--- src/rtl/rstcause_pkg.sv ---
package rstcause_pkg;

    typedef enum logic [3:0] {
        RC_NONE,
        RC_POR,
        RC_BOR,
        RC_MCLR_RUN,
        RC_MCLR_SLP,
        RC_WDT_RST,
        RC_WDT_WAKE,
        RC_IRQ_WAKE,
        RC_SLEEP,
        RC_CLRWDT
    } rc_cause_e;

    typedef struct packed {
        logic por_n;
        logic bor_n;
        logic to;
        logic pd;
    } rc_flags_t;

    typedef struct packed {
        logic por;
        logic bor;
        logic mclr;
        logic wdt;
        logic irq;
        logic sleep;
        logic clrwdt;
    } rc_events_t;

    localparam rc_flags_t RC_FLAGS_INIT = '{por_n: 1'b0, bor_n: 1'b0, to: 1'b1, pd: 1'b1};

    // Next flag value for a given winning event, before any software write.
    function automatic rc_flags_t rc_next_flags(rc_cause_e c, rc_flags_t f);
        rc_flags_t n = f;
        unique case (c)
            RC_POR:      begin n.por_n = 1'b0; n.to = 1'b1; n.pd = 1'b1; end
            RC_BOR:      begin n.bor_n = 1'b0; n.to = 1'b1; n.pd = 1'b1; end
            RC_MCLR_RUN: ;
            RC_MCLR_SLP: begin n.to = 1'b1; n.pd = 1'b0; end
            RC_WDT_RST:  begin n.to = 1'b0; n.pd = 1'b1; end
            RC_WDT_WAKE: begin n.to = 1'b0; n.pd = 1'b0; end
            RC_IRQ_WAKE: begin n.to = 1'b1; n.pd = 1'b0; end
            RC_SLEEP:    begin n.to = 1'b1; n.pd = 1'b0; end
            RC_CLRWDT:   begin n.to = 1'b1; n.pd = 1'b1; end
            default:     ;
        endcase
        return n;
    endfunction

    // Events that redirect execution and leave the core awake.
    function automatic logic rc_is_redirect(rc_cause_e c);
        return (c == RC_POR) || (c == RC_BOR) || (c == RC_MCLR_RUN) ||
               (c == RC_MCLR_SLP) || (c == RC_WDT_RST) || (c == RC_WDT_WAKE) ||
               (c == RC_IRQ_WAKE);
    endfunction

    // Events that own the status bits and block a software write.
    function automatic logic rc_owns_status(rc_cause_e c);
        return (c == RC_POR) || (c == RC_BOR);
    endfunction

endpackage

--- src/rtl/rstcause_arbiter.sv ---
module rstcause_arbiter
    import rstcause_pkg::*;
(
    input  rc_events_t ev,
    input  logic       bor_en,
    input  logic       asleep,
    output rc_cause_e  cause
);
    always_comb begin
        if (ev.por)                 cause = RC_POR;
        else if (ev.bor && bor_en)  cause = RC_BOR;
        else if (ev.mclr)           cause = asleep ? RC_MCLR_SLP : RC_MCLR_RUN;
        else if (ev.wdt)            cause = asleep ? RC_WDT_WAKE : RC_WDT_RST;
        else if (ev.irq && asleep)  cause = RC_IRQ_WAKE;
        else if (ev.sleep && !asleep)  cause = RC_SLEEP;
        else if (ev.clrwdt && !asleep) cause = RC_CLRWDT;
        else                        cause = RC_NONE;
    end
endmodule

--- src/rtl/rstcause_flags.sv ---
module rstcause_flags
    import rstcause_pkg::*;
(
    input  logic       clk,
    input  logic       rst,
    input  rc_cause_e  cause,
    input  logic       sw_wr,
    input  logic [1:0] sw_wdata,
    output rc_flags_t  flags,
    output logic       asleep
);
    rc_flags_t flags_nxt;

    always_comb begin
        flags_nxt = rc_next_flags(cause, flags);
        if (sw_wr && !rc_owns_status(cause)) begin
            flags_nxt.por_n = sw_wdata[1];
            flags_nxt.bor_n = sw_wdata[0];
        end
    end

    always_ff @(posedge clk) begin
        if (rst) begin
            flags  <= RC_FLAGS_INIT;
            asleep <= 1'b0;
        end else begin
            flags <= flags_nxt;
            if (cause == RC_SLEEP)
                asleep <= 1'b1;
            else if (rc_is_redirect(cause))
                asleep <= 1'b0;
        end
    end
endmodule

--- src/rtl/rstcause_restart.sv ---
module rstcause_restart
    import rstcause_pkg::*;
#(
    parameter int PC_W    = 13,
    parameter int IRQ_VEC = 4
) (
    input  logic            clk,
    input  logic            rst,
    input  rc_cause_e       cause,
    input  logic            gie,
    input  logic [PC_W-1:0] pc_cur,
    output logic [PC_W-1:0] restart_pc,
    output logic            restart_vld
);
    localparam logic [PC_W-1:0] VEC_ADDR = PC_W'(IRQ_VEC);
    localparam logic [PC_W-1:0] ZERO_ADDR = '0;

    logic [PC_W-1:0] pc_inc;
    logic [PC_W-1:0] pc_sel;

    assign pc_inc = pc_cur + PC_W'(1);

    always_comb begin
        unique case (cause)
            RC_WDT_WAKE: pc_sel = pc_inc;
            RC_IRQ_WAKE: pc_sel = gie ? VEC_ADDR : pc_inc;
            default:     pc_sel = ZERO_ADDR;
        endcase
    end

    always_ff @(posedge clk) begin
        if (rst) begin
            restart_pc  <= ZERO_ADDR;
            restart_vld <= 1'b0;
        end else begin
            restart_vld <= rc_is_redirect(cause);
            if (rc_is_redirect(cause))
                restart_pc <= pc_sel;
        end
    end
endmodule

--- src/rtl/rstcause_top.sv ---
module rstcause_top
    import rstcause_pkg::*;
#(
    parameter int PC_W    = 13,
    parameter int IRQ_VEC = 4,
    parameter int STAT_W  = 8
) (
    input  logic              clk,
    input  logic              rst,
    input  logic              ev_por,
    input  logic              ev_bor,
    input  logic              ev_mclr,
    input  logic              ev_wdt_ovf,
    input  logic              ev_sleep,
    input  logic              ev_clrwdt,
    input  logic              ev_irq_wake,
    input  logic              bor_en,
    input  logic              gie,
    input  logic [PC_W-1:0]   pc_cur,
    input  logic              sw_wr,
    input  logic [1:0]        sw_wdata,
    output logic              flag_por,
    output logic              flag_bor,
    output logic              flag_to,
    output logic              flag_pd,
    output logic [STAT_W-1:0] status_rd,
    output logic [PC_W-1:0]   restart_pc,
    output logic              restart_vld
);
    localparam int PAD_W = STAT_W - 2;

    rc_events_t ev;
    rc_cause_e  cause;
    rc_flags_t  flags;
    logic       asleep;

    assign ev = '{por: ev_por, bor: ev_bor, mclr: ev_mclr, wdt: ev_wdt_ovf,
                  irq: ev_irq_wake, sleep: ev_sleep, clrwdt: ev_clrwdt};

    rstcause_arbiter u_arb (
        .ev     (ev),
        .bor_en (bor_en),
        .asleep (asleep),
        .cause  (cause)
    );

    rstcause_flags u_flags (
        .clk      (clk),
        .rst      (rst),
        .cause    (cause),
        .sw_wr    (sw_wr),
        .sw_wdata (sw_wdata),
        .flags    (flags),
        .asleep   (asleep)
    );

    rstcause_restart #(.PC_W(PC_W), .IRQ_VEC(IRQ_VEC)) u_restart (
        .clk         (clk),
        .rst         (rst),
        .cause       (cause),
        .gie         (gie),
        .pc_cur      (pc_cur),
        .restart_pc  (restart_pc),
        .restart_vld (restart_vld)
    );

    assign flag_por  = flags.por_n;
    assign flag_bor  = flags.bor_n;
    assign flag_to   = flags.to;
    assign flag_pd   = flags.pd;
    assign status_rd = {{PAD_W{1'b0}}, flags.por_n, flags.bor_n};
endmodule

--- config.mk ---
export PLATFORM = sky130hd
export DESIGN_NAME = rstcause_top
export DESIGN_NICKNAME = d
export VERILOG_FILES = /design/src/rtl/rstcause_pkg.sv /design/src/rtl/rstcause_arbiter.sv /design/src/rtl/rstcause_flags.sv /design/src/rtl/rstcause_restart.sv /design/src/rtl/rstcause_top.sv
export SDC_FILE = /design/constraint.sdc
export NUM_CORES = 1
export LEC_CHECK = 0
export ABC_CLOCK_PERIOD_IN_PS = 3440
export BUFFER_PORTS_ARGS = -buffer_cell sky130_fd_sc_hd__buf_2
export CORE_MARGIN = 2
export CORE_UTILIZATION = 49
export CTS_CLUSTER_SIZE = 28
export DETAILED_ROUTE_END_ITERATION = 10
export PLACE_DENSITY = 0.86
export SKIP_LAST_GASP = 1
export SYNTH_ARGS = -nofsm -noshare
export SYNTH_HDL_FRONTEND = slang
export SYNTH_SLANG_ARGS = --single-unit
--- constraint.sdc ---
create_clock -name clk -period 3.44 [get_ports clk]
set_input_delay 0.688 -clock clk [delete_from_list [all_inputs] [get_ports clk]]
set_output_delay 0.688 -clock clk [all_outputs]
set_load 0.01 [all_outputs]
* Word-level counts from Yosys, hierarchy flattened
Cells that the tools add are included.
** Word-level totals
- Register bits :: 19
- Output and inout port bits :: 26
** Cells by class
- Add/subtract/negate cells :: 1
- Eq/ne operators :: 9
- Mux-type cells :: 17
- Reductions and logical operators :: 19
** Operators with widths (count)
- $mux 4 :: 7
- $pmux 13 s2 :: 1
- $eq 4x3->1 const B :: 4
- $add 13x1->13 const B :: 1
- $mux 13 :: 1
- $eq 4x2->1 const B :: 2
- $eq 4x4->1 const B :: 2
- $pmux 2 s4 :: 1
- $logic_or 1x1->1 :: 6
- $reduce_bool 2->1 :: 3
- $reduce_or 3->1 :: 2
- $logic_and 1x1->1 :: 5
- $eq 4x1->1 const B :: 1
- $mux 1 :: 4
- $mux 2 :: 2
- $reduce_bool 4->1 :: 1
- $mux 3 :: 1
- $logic_not 1->1 :: 2

* Longest topological paths before layout
Gate-level depths: netlist (run 1).
- Depth in word-level cells :: 18
- Mapped depth :: 7

* By module
Synthesis (run 1) repeated with hierarchy kept, for this count alone.
** Second synthesis, totals
- Cell total of the unflattened synthesis :: 135
- Area, all modules :: 1179.9 um^2
** Modules (own cells, without submodules)
- rstcause_restart :: times used 1, cells an instance 75, area an instance 718.2 um^2, seq. area each 280.3 um^2
- rstcause_flags :: times used 1, cells an instance 35, area an instance 300.3 um^2, seq. area each 100.1 um^2
- rstcause_arbiter :: times used 1, cells an instance 16, area an instance 97.6 um^2, seq. area each 0.0 um^2
- rstcause_top :: times used 1, cells an instance 9, area an instance 63.8 um^2, seq. area each 0.0 um^2

* Worst setup path after synthesis (run 1)
Ideal clock, no wire load.
- Path kind :: in2reg
- From :: in ev_mclr
- To :: reg u_flags.flags[1] (netlist name)
- Setup time :: 128 ps
- Data arrival time :: 1903 ps
- Path slack :: 1410 ps
- Stages :: 6
- Path buffers :: 1
- Cells stage by stage :: buf_6 or2b_2 o211a_4 or4b_4 nor4_2 o31ai_2
** Between the ends
- Cells in the longest elaborated chain, start to end :: 6
** Ends and longest elaborated chain
- from (decl) :: line rstcause_top.sv:12 : input logic ev_mclr,
- $mux 4 (*) :: line rstcause_arbiter.sv:12 : else if (ev.mclr) cause = asleep ? RC_MCLR_SLP : RC_MCLR_RUN;
- $mux 4 (*) :: line rstcause_arbiter.sv:11 : else if (ev.bor && bor_en) cause = RC_BOR;
- $mux 4 (*) :: line rstcause_arbiter.sv:10 : if (ev.por) cause = RC_POR;
- $eq 4x4->1 (tied with other cells) :: line rstcause_pkg.sv:38 : unique case (c)
- $reduce_or 3->1 (no line)
- $pmux 2 s4 or $reduce_bool 4->1 (tied branches)
Every way passes the cells marked *; elsewhere a longest branch is shown, timed or not.
A chain may end at the register's enable or synchronous reset.

* Final worst setup path (run 1)
- From :: in ev_por
- To :: reg u_restart.restart_pc[1]
** Between the ends
- Cells in the longest elaborated chain, start to end :: 8
** Ends and longest elaborated chain
- from (decl) :: line rstcause_top.sv:10 : input logic ev_por,
- $mux 4 (*) :: line rstcause_arbiter.sv:10
- $eq 4x1->1 or $eq 4x2->1 (tied branches) :: line rstcause_pkg.sv:55 : return (c == RC_POR) || (c == RC_BOR) || (c == RC_MCLR_RUN) ||
- $logic_or 1x1->1 (3 in series) :: line rstcause_pkg.sv:55
- $logic_or 1x1->1 (3 in series) :: line rstcause_pkg.sv:56 : (c == RC_MCLR_SLP) || (c == RC_WDT_RST) || (c == RC_WDT_WAKE) ||
- to (signal assigned) :: line rstcause_restart.sv:38 : restart_pc <= pc_sel;
- to (decl) :: line rstcause_restart.sv:12 : output logic [PC_W-1:0] restart_pc,
Marks and branches as above.

==> results of run 1 <==
report_power, final:
group          leakage (nW)  total, mW  switching, mW  internal (mW)
sequential            0.154      0.223        0.00118          0.222
clock                0.0177      0.116         0.0727         0.0434
combinational         0.424     0.0736         0.0424         0.0312
metal layers:
layer  vias to the layer above  share of wire
met1                       521           0.41
met2                        52           0.49
met3                         2          0.088
met4                         0          0.010
li1                        573              -
met5                         -              0
cells in the mapped netlist, types with 3 or more instances:
master	number	area, µm²
o21ai_0	18	90.1
nand3_1	9	45.0
xor2_1	6	52.6
inv_1	3	11.3
nor3_1	6	30.0
buf_4	8	60.1
nand2_1	20	75.1
xnor2_1	5	43.8
a21oi_1	4	20.0
nor2_1	11	41.3
dfxtp_1	19	380
kinds of logic after synthesis:
kind of cell / share of synthesized area
AND/OR/NAND/NOR: 0.273
other: 0.00325
XOR/XNOR: 0.0836
flip-flops: 0.330
AO/OA/AOI/OAI: 0.201
adder cells (fa/ha/maj): 0.0109
multiplexers: 0.00869
buffers and inverters: 0.0901
state kept, by name, indices dropped and copies added (netlist names):
register and cells:
u_restart.restart_pc 13, u_restart.restart_vld 1, u_flags.flags 4, u_flags.asleep 1
cells in the final DEF (no fill, tap or decap), types with 2 or more instances in the layout:
cell type,n
dfxtp_1,19
buf_2,46
nand2_1,20
xor2_1,6
a31oi_1,2
a32oi_1,2
clkbuf_4,3
xnor2_1,5
conb_1,6
o21ai_0,18
nor2_1,11
inv_1,3
or2b_2,2
nand4_1,2
a21oi_1,4
nand3_1,9
nor3_1,6
worst min-delay path by stage:
stage | to | slack, ns
6_report | u_restart.restart_pc[11]$_SDFFE_PP0P_ | 0.47
5_1_grt | u_restart.restart_pc[0]$_SDFFE_PP0P_ | 0.50
4_1_cts | u_restart.restart_pc[11]$_SDFFE_PP0P_ | 0.47
3_5_place_dp | u_restart.restart_pc[11]$_SDFFE_PP0P_ | 0.44
3_3_place_gp | u_restart.restart_pc[2]$_SDFFE_PP0P_ | 0.44
2_1_floorplan | u_restart.restart_pc[5]$_SDFFE_PP0P_ | 0.48
worst register-to-register path, cell delays in order, from the launching register on:
cell	delay, ns
dfxtp_1	0.55
or2b_2	0.19
o211a_4	0.17
or4b_4	0.49
nor4_2	0.27
o31ai_2	0.09
cell type report:
cell class,count,area [µm²],share of cell area
sequential,19,380,0.277
clock buffer,3,22.5,0.0164
tap,28,35.0,0.0255
clock inverter,1,5.00,0.00365
inverter,3,11.3,0.00821
multi-input combinational,114,687,0.501
timing repair buffer,46,230,0.168
==> results.yml, run 1 <==
global_routing:
  grt_max_degree: 14
  grt_busiest_layer: "met2"
  use_met2: 0.373
  grt_pass1_vias: 1031
  antenna_found_initial: 0
  grt_pass1_wl_um: 4250
  met3_usage: 0.0400
  overflow: 0
  use_met1: 0.240
  grt_usage: 0.204
detailed_routing:
  first_pass_iters: 4
  drt_drc_violations_left: 0
  viasPerCell: 5.36
  wirelength_um: 2640
  routedWlPerCell_um: 12.3
  drtIter0Drc: 20
  vias: 1148
  antenna_left: 0
power_and_ir_drop:
  peakVddDrop_mv: 0.220
  leakagePower_nw: 0.595
  p_total_uw: 413
  power.density_nw_per_um2: 301
worst_setup_path:
  worstPathMaxFanout: 13
  worst-setup-path-type: "in -> reg"
  cp-start-kind: "input pin"
  rrSetupSlack_ns: 1.58
  crit_cells: 6
  worstReg2RegEnd: "u_flags.flags[1]$_SDFFE_PP1P_"
  r2r_cells: 5
  crit_required_ns: 3.67
  cp.arrival_ns: 2.23
  r2r_start: "u_flags.asleep$_SDFFE_PP0P_"
  slowest_stage: "nor2_1"
  crit_family: "simple AND/OR/NAND/NOR gates"
  crit_chain: "buf_2 > a21oi_1 > nand3_1 > nor2_1 > nand2_1 > o21ai_0"
  critPathLaunch: "ev_por"
  worstPathBufferInverterCount: 1
  cp_slowest_stage_delay_ns: 0.61
  timing.critical_path.to_type: "flip-flop"
  crit_path_end: "u_restart.restart_pc[1]$_SDFFE_PP0P_"
placed_design:
  routabilityCongestion: 0.836
  hpwl_um: 2150
  port_buffers: 46
  placed_cells: 210
  dpl_worst_slack_ns: 1.14
  detailed_place.area_um2: 1340
yosys:
  async_flop_share: 0
  ys_ff_latch: 19
  synth_area_um2: 1150
  seq_area_frac_synth: 0.330
  syn_inst: 143
  synth-main-ff-cell: "dfxtp_1"
  avgSynthCellArea_um2: 8.06
  synth_cell_types: 39
  yosys_warnings: 0
  synth-edff-count: 0
sta:
  hold_ws_ns: 0.468
  drv_slew: 0
  worstMarginPinSlew_ns: 0.772
  worst_slack_ns: 1.44
  fmax_ghz: 0.501
  setup_viol: 0
  finalCriticalPeriod_ns: 2.00
  relSlewSlack: 0.483
  finalSetupTns_ns: 0
  finalHoldViolations: 0
  period_share: 0.580
  fin_skew_ns: 0.00513
  rsz0062_at_grt: "false"
finish:
  fin_cells: 214
  final_core_util: 0.620
  syn_to_final_growth_pct: 19.0
  final_area_um2: 1370
  diodes: 0
  nNetsFinal: 215
  nFillCells: 203
  layout-drive-gt1-share: 0.344
cts:
  numClockSinks: 19
  clkTransAtPathRegs_ns: 0.11
  clk_path_buf_depth: 2
  cts_setup_buffers: 0
  cts_root_buffer: "clkbuf_4"
  cts_tree: "done"
  cts_resized: 0
  cts.htree.levels: 1
  hold_buffers: 0
  insertion_delay_ns: 0.30
  cts_buffers: 3
floorplanning:
  design.die.area_um2: 2760
  rows: 17
  num_io_pins: 53
  die-width_um: 52.5
  initial_core_util: 0.521
  core_um2: 2210
  die_y_um: 52.5
worst_hold_path:
  hold_path_depth: 2
  min_from: "u_restart.restart_pc[11]$_SDFFE_PP0P_"
  hold_class: "reg -> reg"
outcome:
  status: "finished clean"
job:
  cap_viol_max_count: 0
No activity file was read; power rests on OpenSTA's default activity.
==> run 2, diff against run 1 <==
--- a/config.mk
+++ b/config.mk
@@ -5,13 +5,13 @@
 export SDC_FILE = /design/constraint.sdc
 export NUM_CORES = 1
 export LEC_CHECK = 0
-export ABC_CLOCK_PERIOD_IN_PS = 3440
+export ABC_CLOCK_PERIOD_IN_PS = 2029
 export BUFFER_PORTS_ARGS = -buffer_cell sky130_fd_sc_hd__buf_2
 export CORE_MARGIN = 2
-export CORE_UTILIZATION = 49
+export CORE_UTILIZATION = 46
 export CTS_CLUSTER_SIZE = 28
 export DETAILED_ROUTE_END_ITERATION = 10
-export PLACE_DENSITY = 0.86
+export PLACE_DENSITY = 0.82
 export SKIP_LAST_GASP = 1
 export SYNTH_ARGS = -nofsm -noshare
 export SYNTH_HDL_FRONTEND = slang
==> constraint.sdc (replaced) <==
create_clock -name clk -period 2.03 [get_ports clk]
set_input_delay 0.406 -clock clk [delete_from_list [all_inputs] [get_ports clk]]
set_output_delay 0.406 -clock clk [all_outputs]
set_load 0.01 [all_outputs]
==> run 2 against run 1 <==
Compared with the run above: non-clock buffer count up 2; sequential share of layout area down 0.33 points; global-route usage down 0.061 points; wire length up 3.6%; register-to-register slack worse by 1.5 ns; combinational power up 75%; first-iteration DRC count up 5.0%; count of clock-buffer cells in the layout up 1; worst setup slack worse by 1.3 ns; die area up 6.0%; largest cell class unchanged; largest power group unchanged; highest routed layer unchanged.
==> results.yml, run 2 (synthesized netlist as in run 1, its figures left out) <==
cts:
  insertion_delay_ns: 0.29
  clkTransAtPathRegs_ns: 0.10
  cts_root_buffer: "clkbuf_4"
  hold_buffers: 0
  cts_tree: "done"
  clk_path_buf_depth: 2
  cts_setup_buffers: 0
  cts.htree.levels: 1
  numClockSinks: 19
  cts_buffers: 3
  cts_resized: 0
finish:
  largest_reg_flops: 13
  largestRegisters: "u_restart.restart_pc (13), u_flags.flags (4)"
  fin_cells: 218
  nNetsFinal: 217
  syn_to_final_growth_pct: 20.4
  layout-drive-gt1-share: 0.346
  diodes: 0
  layout_common_cells: "buf_2 (46), nand2_1 (20), dfxtp_1 (19)"
  final_area_um2: 1390
  nFillCells: 239
  regMostFlops: "u_restart.restart_pc"
  final_common_cell: "buf_2"
worst_hold_path:
  hold_class: "in -> reg"
  min_from: "sw_wdata[1]"
  hold_path_depth: 3
  worstHoldEndpoint: "u_flags.flags[3]$_SDFFE_PP0P_"
floorplanning:
  initial_core_util: 0.474
  die-width_um: 54.1
  design.die.area_um2: 2920
  die_y_um: 54.1
  num_io_pins: 53
  core_um2: 2430
  rows: 18
worst_setup_path:
  cp-start-kind: "flip-flop"
  crit_chain: "or2b_2 > o211a_4 > or4b_4 > nor4_2 > o31ai_2"
  crit_family: "simple AND/OR/NAND/NOR gates"
  crit_required_ns: 2.21
  worstReg2RegEnd: "u_flags.flags[1]$_SDFFE_PP1P_"
  timing.critical_path.to_type: "flip-flop"
  worst-setup-path-type: "reg -> reg"
  worstPathBufferInverterCount: 0
  r2r_cells: 5
  worstPathMaxFanout: 12
  cp_slowest_stage_delay_ns: 0.58
  slowest_stage: "dfxtp_1"
  cp.arrival_ns: 2.10
  rrSetupSlack_ns: 0.11
  r2r_start: "u_flags.asleep$_SDFFE_PP0P_"
global_routing:
  grt_max_degree: 14
  overflow: 0
  antenna_found_initial: 0
  grt_pass1_wl_um: 4360
  grt_usage: 0.204
  grt_pass1_vias: 1055
sta:
  rsz0062_at_grt: "false"
  finalHoldViolations: 0
  finalSetupTns_ns: 0
  fmax_ghz: 0.521
  fin_skew_ns: 0.000830
  drv_slew: 0
  period_share: 0.945
  finalCriticalPeriod_ns: 1.92
  setup_viol: 0
detailed_routing:
  wirelength_um: 2730
  antenna_left: 0
  vias: 1160
  first_pass_iters: 4
  routedWlPerCell_um: 12.5
  viasPerCell: 5.32
  drtIter0Drc: 21
  drt_drc_violations_left: 0
power_and_ir_drop:
  peakVddDrop_mv: 0.329
  leakagePower_nw: 0.603
  power.density_nw_per_um2: 498
outcome:
  status: "finished clean"
placed_design:
  routabilityCongestion: 0.866
  port_buffers: 46
  placed_cells: 214
  hpwl_um: 2180
  detailed_place.area_um2: 1360
job:
  cap_viol_max_count: 0
==> run 2: worst max-delay path by stage <==
| stage | from | endpoint | slack [ns] | cells past startpoint |
|---|---|---|---|---|
| 6_report | u_flags.asleep$_SDFFE_PP0P_ | u_flags.flags[1]$_SDFFE_PP1P_ | 0.11 | 5 |
| 5_1_grt | u_flags.asleep$_SDFFE_PP0P_ | u_restart.restart_pc[3]$_SDFFE_PP0P_ | 0.02 | 5 |
| 4_1_cts | u_flags.asleep$_SDFFE_PP0P_ | u_flags.flags[1]$_SDFFE_PP1P_ | 0.16 | 5 |
| 3_5_place_dp | ev_mclr | u_flags.flags[1]$_SDFFE_PP1P_ | 0.11 | 6 |
| 3_3_place_gp | ev_mclr | u_flags.flags[1]$_SDFFE_PP1P_ | 0.19 | 6 |
| 2_1_floorplan | ev_mclr | u_flags.flags[1]$_SDFFE_PP1P_ | 0.28 | 6 |
==> run 2: layout make-up <==
cell class | instances | area (µm²) | area share
multi-input combinational | 114 | 687 | 0.495
inverter | 3 | 11.3 | 0.00812
timing repair buffer | 48 | 245 | 0.177
clock buffer | 4 | 26.3 | 0.0189
sequential | 19 | 380 | 0.274
tap | 30 | 37.5 | 0.0271
==> run 2: report_power, final <==
group	switching [mW]	internal [mW]
Sequential	0.00225	0.376
Clock	0.107	0.0763
Combinational	0.0735	0.0551
Total	0.183	0.508
==> run 2: per-stage QoR <==
step / setup slack (ns) / hold WS [ns] / util / power (mW)
3_3_place_gp: 0.188 / 0.435 / 0.560 / 0.509
6_report: 0.112 / 0.350 / 0.570 / 0.691
5_1_grt: 0.0225 / 0.335 / 0.570 / 0.731
4_1_cts: 0.155 / 0.337 / 0.570 / 0.700
3_5_place_dp: 0.112 / 0.445 / 0.560 / 0.514
2_1_floorplan: 0.282 / 0.475 / - / 0.466
==> run 2: tightest hold or removal path: stages <==
cell	delay [ns]
buf_2	0.09
nand2_1	0.04
o21ai_0	0.06
==> run 2: metal layers <==
| metal | routed length (µm) | vias to the layer above | GRT usage |
|---|---|---|---|
| met5 | 0 | - | 0 |
| met4 | 17 | 0 | 0.0750 |
| met3 | 185 | 2 | 0.0250 |
| met2 | 1350 | 44 | 0.388 |
| met1 | 1180 | 536 | 0.228 |
| li1 | - | 578 | - |
==> run 3, diff against run 2 <==
--- a/config.mk
+++ b/config.mk
@@ -6,12 +6,12 @@
 export NUM_CORES = 1
 export LEC_CHECK = 0
 export ABC_CLOCK_PERIOD_IN_PS = 2029
-export BUFFER_PORTS_ARGS = -buffer_cell sky130_fd_sc_hd__buf_2
+export BUFFER_PORTS_ARGS = -buffer_cell sky130_fd_sc_hd__clkbuf_2
 export CORE_MARGIN = 2
 export CORE_UTILIZATION = 46
 export CTS_CLUSTER_SIZE = 28
 export DETAILED_ROUTE_END_ITERATION = 10
-export PLACE_DENSITY = 0.82
+export PLACE_DENSITY = 0.79
 export SKIP_LAST_GASP = 1
 export SYNTH_ARGS = -nofsm -noshare
 export SYNTH_HDL_FRONTEND = slang
==> run 3 against run 2 <==
Compared with the run above: first-iteration DRC count grew 24%; largest power group unchanged; via count shrank 0.69%; critical path depth is the same; wire length shrank 2.2%; core utilization grew 0.052 points.
==> results.yml, run 3 (synthesized netlist as in run 1, its figures left out) <==
outcome:
  status: "finished clean"
sta:
  period_share: 0.853
  fmax_ghz: 0.578
  rsz0062_at_grt: "false"
  finalSetupTns_ns: 0
  finalHoldViolations: 0
  setup_viol: 0
  drv_slew: 0
  fin_skew_ns: 0.00131
  finalCriticalPeriod_ns: 1.73
detailed_routing:
  drt_drc_violations_left: 0
  m1WireLength_um: 1110
  routedWlPerCell_um: 12.3
  met3_length_um: 197
  top_layer: "met4"
  antenna_left: 0
  wirelength_um: 2670
  drtIter0Drc: 26
  wl_met2_um: 1300
  first_pass_iters: 4
  vias: 1152
  viasPerCell: 5.28
placed_design:
  port_buffers: 46
  routabilityCongestion: 0.819
  detailed_place.area_um2: 1360
  hpwl_um: 2240
  placed_cells: 214
worst_setup_path:
  critPathLaunch: "u_flags.asleep$_SDFFE_PP0P_"
  r2r_start: "u_flags.asleep$_SDFFE_PP0P_"
  cp_slowest_stage_delay_ns: 0.48
  crit_required_ns: 2.21
  crit_chain: "or2b_1 > o211a_4 > or4b_4 > nor4_2 > o31ai_2"
  timing.critical_path.to_type: "flip-flop"
  rrSetupSlack_ns: 0.30
  cp.arrival_ns: 1.91
  worst-setup-path-type: "reg -> reg"
  slowest_stage: "or4b_4"
  cp-start-kind: "flip-flop"
  worstPathMaxFanout: 12
global_routing:
  grt_pass1_vias: 1066
  grt_max_degree: 14
  antenna_found_initial: 0
  overflow: 0
  grt_pass1_wl_um: 4330
  grt_usage: 0.202
finish:
  nNetsFinal: 217
  regMostFlops: "u_restart.restart_pc"
  final_common_cell: "clkbuf_2"
  fin_cells: 218
  layout-drive-gt1-share: 0.351
  syn_to_final_growth_pct: 20.5
  largestRegisters: "u_restart.restart_pc (13), u_flags.flags (4)"
  layout_common_cells: "clkbuf_2 (46), nand2_1 (20), o21ai_0 (18), dfxtp_1 (18), nor2_1 (11)"
  diodes: 0
  final_core_util: 0.571
  final_area_um2: 1390
  largest_reg_flops: 13
floorplanning:
  core_um2: 2430
  design.die.area_um2: 2920
  rows: 18
  num_io_pins: 53
  die-width_um: 54.1
  initial_core_util: 0.474
  die_y_um: 54.1
worst_hold_path:
  hold_class: "in -> reg"
  min_from: "sw_wdata[1]"
cts:
  cts.htree.levels: 1
  hold_buffers: 0
  insertion_delay_ns: 0.29
  clkTransAtPathRegs_ns: 0.10
  cts_tree: "done"
  cts_root_buffer: "clkbuf_4"
  cts_buffers: 3
  numClockSinks: 19
  clk_path_buf_depth: 2
power_and_ir_drop:
  leakagePower_nw: 0.597
  p_total_uw: 695
  peakVddDrop_mv: 0.284
  power.density_nw_per_um2: 500
job:
  cap_viol_max_count: 0
[run 3: final timing paths]
check,to,cells after the start
worst max-delay path,u_flags.flags[1]$_SDFFE_PP1P_,5
worst min register to register,u_restart.restart_pc[1]$_SDFFE_PP0P_,2
worst min-delay path,u_flags.flags[3]$_SDFFE_PP0P_,3
worst max register to register,u_flags.flags[1]$_SDFFE_PP1P_,5
[run 3: power breakdown]
| group | switching (mW) | internal (mW) | leakage [nW] |
|---|---|---|---|
| clock | 0.113 | 0.0764 | 0.0150 |
| sequential | 0.00233 | 0.376 | 0.154 |
| combinational | 0.0720 | 0.0548 | 0.427 |
| total | 0.187 | 0.508 | 0.597 |
[run 3: cell type report]
class / count / area, µm²
Tap cell: 30 / 37.5
Fill cell: 240 / 1040
Multi-Input combinational cell: 114 / 687
Clock buffer: 4 / 26.3
Timing Repair Buffer: 48 / 245
Sequential cell: 19 / 382
Inverter: 3 / 11.3
[run 3: timing repair]
item	in CTS	in global routing
gates resized for setup	0	1
setup endpoints to repair	0	3
setup buffers	0	0
[run 3: stage by stage]
step                setup slack (ns)  hold slack [ns]
floorplan                      0.282            0.475
global placement               0.170            0.441
detailed placement             0.132            0.445
CTS                            0.174            0.335
global route                   0.155            0.332
finish                         0.299            0.341
[run 3: worst max-delay path: cells and delay by family, from the launching register on]
family | cells | cell delay, ns
compound gates | 2 | 0.28
flops | 1 | 0.40
simple gates | 3 | 0.94
[run 3: routing by layer]
metal	vias up	track usage
li1	579	-
met1	514	0.224
met2	50	0.368
met3	9	0.0444
met4	0	0.0833
met5	-	0
